$ cat src/rtl/static_lcd_driver.sv
module static_lcd_driver #(
  parameter int NSEG   = 40,
  parameter int LO_GRP = 16,
  parameter int DIV_W  = 15
) (
  input  logic            clk,
  input  logic            rst_n,
  input  logic            ser_din,
  input  logic            ser_clk,
  input  logic            ser_load,
  input  logic            fin,
  input  logic            frame_clk,
  input  logic            blink_clk,
  input  logic            blink_n,
  input  logic            seg_lo_en_n,
  input  logic            seg_hi_en_n,
  input  logic            com_a_en_n,
  input  logic            com_b_en_n,
  output logic            ser_dout,
  output logic [7:0]      div_taps,
  output logic [NSEG-1:0] seg_out,
  output logic            com_a,
  output logic            com_b
);

  localparam int TAP_LO = 3;
  localparam int TAP_HI = DIV_W - 3;

  logic [2:0]       sclk_q, load_q, fin_q;
  logic [1:0]       din_q, lclk_q, bclk_q;
  logic [NSEG-1:0]  shift_q, disp_q;
  logic [DIV_W-1:0] div_q;

  always_ff @(posedge clk or negedge rst_n) begin
    if (!rst_n) begin
      sclk_q <= '0;
      load_q <= '0;
      fin_q  <= '0;
      din_q  <= '0;
      lclk_q <= '0;
      bclk_q <= '0;
    end else begin
      sclk_q <= {sclk_q[1:0], ser_clk};
      load_q <= {load_q[1:0], ser_load};
      fin_q  <= {fin_q[1:0], fin};
      din_q  <= {din_q[0], ser_din};
      lclk_q <= {lclk_q[0], frame_clk};
      bclk_q <= {bclk_q[0], blink_clk};
    end
  end

  wire sclk_rise = sclk_q[1] & ~sclk_q[2];
  wire load_rise = load_q[1] & ~load_q[2];
  wire fin_rise  = fin_q[1] & ~fin_q[2];
  wire din_s     = din_q[1];
  wire lclk      = lclk_q[1];
  wire bclk_s    = bclk_q[1];
  wire blank     = ~blink_n & bclk_s;

  always_ff @(posedge clk or negedge rst_n) begin
    if (!rst_n) begin
      shift_q <= '0;
      disp_q  <= '0;
      div_q   <= '0;
    end else begin
      if (sclk_rise) shift_q <= {shift_q[NSEG-2:0], din_s};
      if (load_rise) disp_q  <= shift_q;
      if (fin_rise)  div_q   <= div_q + 1'b1;
    end
  end

  assign ser_dout = shift_q[NSEG-1];
  assign div_taps = {div_q[DIV_W-1:TAP_HI], div_q[TAP_LO+4:TAP_LO]};
  assign com_a    = ~com_a_en_n & ~lclk;
  assign com_b    = ~com_b_en_n & ~lclk;

  for (genvar i = 0; i < NSEG; i++) begin : g_seg
    logic on;
    assign on = disp_q[i] & ~blank;
    if (i < LO_GRP) begin : g_lo
      assign seg_out[i] = ~seg_lo_en_n & (on ? lclk : ~lclk);
    end else begin : g_hi
      assign seg_out[i] = ~seg_hi_en_n & (on ? lclk : ~lclk);
    end
  end

endmodule

$ cat config.mk
export PLATFORM = sky130hd
export DESIGN_NAME = static_lcd_driver
export DESIGN_NICKNAME = d
export VERILOG_FILES = /design/src/rtl/static_lcd_driver.sv
export SDC_FILE = /design/constraint.sdc
export NUM_CORES = 1
export LEC_CHECK = 0
export ABC_CLOCK_PERIOD_IN_PS = 2600
export BUFFER_PORTS_ARGS = -buffer_cell sky130_fd_sc_hd__buf_2
export CORE_UTILIZATION = 50
export CTS_BUF_LIST = sky130_fd_sc_hd__clkbuf_16
export DETAILED_ROUTE_END_ITERATION = 12
export PLACE_DENSITY = 0.71
export SYNTH_ARGS = -nofsm -noshare
export SYNTH_HDL_FRONTEND = slang
export SYNTH_SLANG_ARGS = --single-unit
$ cat constraint.sdc
create_clock -name clk -period 2.6 [get_ports clk]
set_clock_uncertainty 0.1 [all_clocks]
set_input_delay 0.13 -clock clk [delete_from_list [all_inputs] [get_ports clk]]
set_output_delay 0.13 -clock clk [all_outputs]
set_load 0.01 [all_outputs]
==> impl_results.md <==
* Fin Setup TNS at 0 ps
* Root buf cell: clkbuf_16
* Post-Synth Simple-Gate Area at 0.0796
* Post-synth cell types at 25
* Switching power at 1.15 mW
* Synth warnings at 0
* Synth Area in XOR/XNOR at 0.0252
* CTS Buffer Depth at 2
* Clk pin slew, worst setup/hold paths at 70 ps
* Clk pwr share at 0.308
* Max_cap viols at 0
* Vias in the first global route at 3035
* Worst slew margin at 0.570
* Crit-path cells: nand2b_2, buf_12, nand3_1, a21oi_1, buf_2
* Wire per inst at 15.1 um
* Largest family of logic cells by synthesized area: multiplexers
* Lkg Pwr at 2.89 nW
* Max Slew Vio Count at 0
* GRT Overall Usage at 0.187
* Initial antenna violation count at 0
* Family with the most delay on the worst path: simple AND/OR/NAND/NOR gates
* Initial core utilization at 0.523
* Critical Path Fanout Max at 48
* H-tree depth at 3
* Via count at 3119
* Dpl cells at 557
* Largest net degree at the start of global routing at 56
* Worst EP required at 2370 ps
* Worst-skew pair later-pin latency at 340 ps
* Buffers on Ports at 63
* Final antenna-violating net count at 0
* Share of post-route cells with drive strength above 1 at 0.359
* Ant. Diodes at 0
* CP Launch Type: flip-flop
* Slew at the pin closest to its max-slew limit at 645 ps
* Synthesized flop and latch total at 110
* Syn Std Cell Area at 4870 um^2
* Logic gate share of total power at 0.160
* Total gr overflow at 0
* # IOs at 64
* Power Density at 737 nW/um^2
* Arr. time, crit path at 1990 ps
* CP max-delay cell: nand2b_2
* Sequential-to-total area share from yosys stat at 0.565
* First-pass DRT Iterations at 4
* RSZ-0062 raised after global routing: false
* Final cell count without fillers at 580
* Die Height at 101 um
* CTS tree: done
* Die area at 10100 um^2
* Cells on worst reg2reg path at 3
* Via density at 5.38
* Sw Share at 0.277
* Post-synthesis adder-cell area fraction at 0.00257
* Outcome: completed
* Die X at 101 um
* Max Freq at 450 MHz
* Core Region at 9330 um^2
* Max stage delay on crit path at 460 ps
* Final hold violation count at 0
* First-pass GRT wire length at 14.6 mm
* Post-CTS Setup Bufs at 0
* Register share of total power at 0.532
* Total wire length at 8.77 mm
* Site row count at 35
* Worst Hold Class: primary input to async pin
* Drt first-iter violations at 103
* CTS sink count at 110
* CTS buffer count at 9
* Area delta synth->final at 15.6%
* Syn Inst Count at 397
* Residual DRC at 0
* Synth Net Count at 411
* # setup viols final at 0
* Crit path time final at 2220 ps
* Max VDD drop at 0.403 mV
* WP buf/inv at 2
* CP Class: flip-flop to output port
* Routability Congestion at 0.706
* RR Endpoint: shift_q[39]$_DFFE_PN0P_
* Crit end category: output port
* P_int at 3.00 mW
* Crit share post-route at 0.855
* Nets at 460
* Mux cell area share after synthesis at 0.185
* Reg2Reg Setup Slack at 950 ps
* Worst reg2reg path startpoint: sclk_q[2]$_DFF_PN0_
* Synth Area in Compound Gates at 0.104
* Syn_area_per_cell at 12.3 um^2
* Dpl hpwl at 5.69 mm
## worst max-delay path by stage
stage	slack, ps	start	cells after the start	end
6_report	380	bclk_q[1]$_DFF_PN0_	5	seg_out[36]
5_1_grt	250	bclk_q[1]$_DFF_PN0_	5	seg_out[36]
4_1_cts	380	bclk_q[1]$_DFF_PN0_	5	seg_out[36]
3_5_place_dp	770	bclk_q[1]$_DFF_PN0_	5	seg_out[36]
3_3_place_gp	810	bclk_q[1]$_DFF_PN0_	5	seg_out[36]
2_1_floorplan	1210	bclk_q[1]$_DFF_PN0_	5	seg_out[11]
## placed cells by master (no fill, tap or decap), drive strengths merged, types with 5 or more instances in the layout
cell	instances
nand3	42
dfrtp	110
clkbuf	9
nand2	6
xor2	11
a21oi	40
nor4	5
a21o	40
mux2	80
inv	7
buf	69
dlygate4sd3	7
## timing repair
| item | CTS | global route |
|---|---|---|
| setup endpoints to repair | 0 | 0 |
| hold endpoints to repair | 64 | 0 |
| resized for setup | 0 | 0 |
| hold buffers | 7 | 0 |
## layout make-up
type | count | area (um^2)
clock buffers | 9 | 225
clock inverters | 7 | 56.3
fillers | 749 | 3690
inverters | 2 | 7.51
multi-input cells | 247 | 1950
flip-flops and latches | 110 | 2750
well taps | 129 | 161
repair buffers | 76 | 483
## power by group through the flow
| stage | Sequential [mW] | Clock [mW] | Combinational, mW |
|---|---|---|---|
| floorplan | 2.16 | 0 | 0.500 |
| global placement | 2.22 | 0 | 0.633 |
| detailed placement | 2.24 | 0 | 0.656 |
| CTS | 2.21 | 1.32 | 0.674 |
| global route | 2.26 | 1.39 | 0.733 |
| finish | 2.21 | 1.28 | 0.662 |
## flip-flops by register name, summed over array words and instances (netlist names)
signal and flops:
din_q 2, lclk_q 2, shift_q 40, bclk_q 2, load_q 3, div_q 15
sclk_q 3, fin_q 3, disp_q 40
## worst register-to-register path: stages (launching register included)
cell	delay, ps
dfrtp_1	400
nor2b_4	420
buf_12	260
mux2_2	360
## kinds of logic (layout without fill, tap and decap cells)
family,after synthesis,count (layout)
and+or+nand+nor,71,71
muxes,80,80
xor gates and xnor gates,14,14
DFF,110,110
buffers and inverters,40,94
AOI/OAI and AO/OA,81,81
adders and majority gates,1,1
## through the flow
step / power, mW / instance area (um^2) / utilization / hold WS, ps / worst slack [ps]
3_5_place_dp: 2.90 / 5280 / 0.566 / -25.6 / 767
2_1_floorplan: 2.66 / 4870 / - / -266 / 1210
6_report: 4.15 / 5630 / 0.604 / 151 / 378
5_1_grt: 4.38 / 5630 / 0.604 / 170 / 254
4_1_cts: 4.21 / 5630 / 0.604 / 157 / 383
3_3_place_gp: 2.85 / 5280 / 0.566 / -25.3 / 814
## metal layers
layer | global-route usage | share of wire | vias up
met5 | 0 | 0 | -
met2 | 0.311 | 0.50 | 58
met3 | 0.0499 | 0.031 | 13
met4 | 0.0557 | 0.015 | 0
met1 | 0.241 | 0.46 | 1546
li1 | - | - | 1502
## cell usage after synthesis
master / n / area share
a21oi_1: 40 / 0.041
xor2_1: 11 / 0.020
mux2_2: 72 / 0.17
buf_4: 8 / 0.012
nand2b_1: 1 / 0.0013
nand3_1: 42 / 0.043
clkbuf_1: 16 / 0.012
nand4b_2: 1 / 0.0031
mux2_1: 8 / 0.018
nand4_4: 1 / 0.0044
buf_2: 10 / 0.010
o21ai_0: 1 / 0.0010
inv_1: 2 / 0.0015
nor2b_1: 3 / 0.0039
ha_1: 1 / 0.0026
nor4_1: 5 / 0.0064
buf_1: 4 / 0.0031
nand4_1: 3 / 0.0039
xnor2_1: 3 / 0.0054
nor2_1: 4 / 0.0031
a21o_1: 40 / 0.062
nand2_1: 6 / 0.0046
dfrtp_1: 110 / 0.56
nor3_1: 4 / 0.0041
nand4b_1: 1 / 0.0018
(Power assumes the default switching activity.)
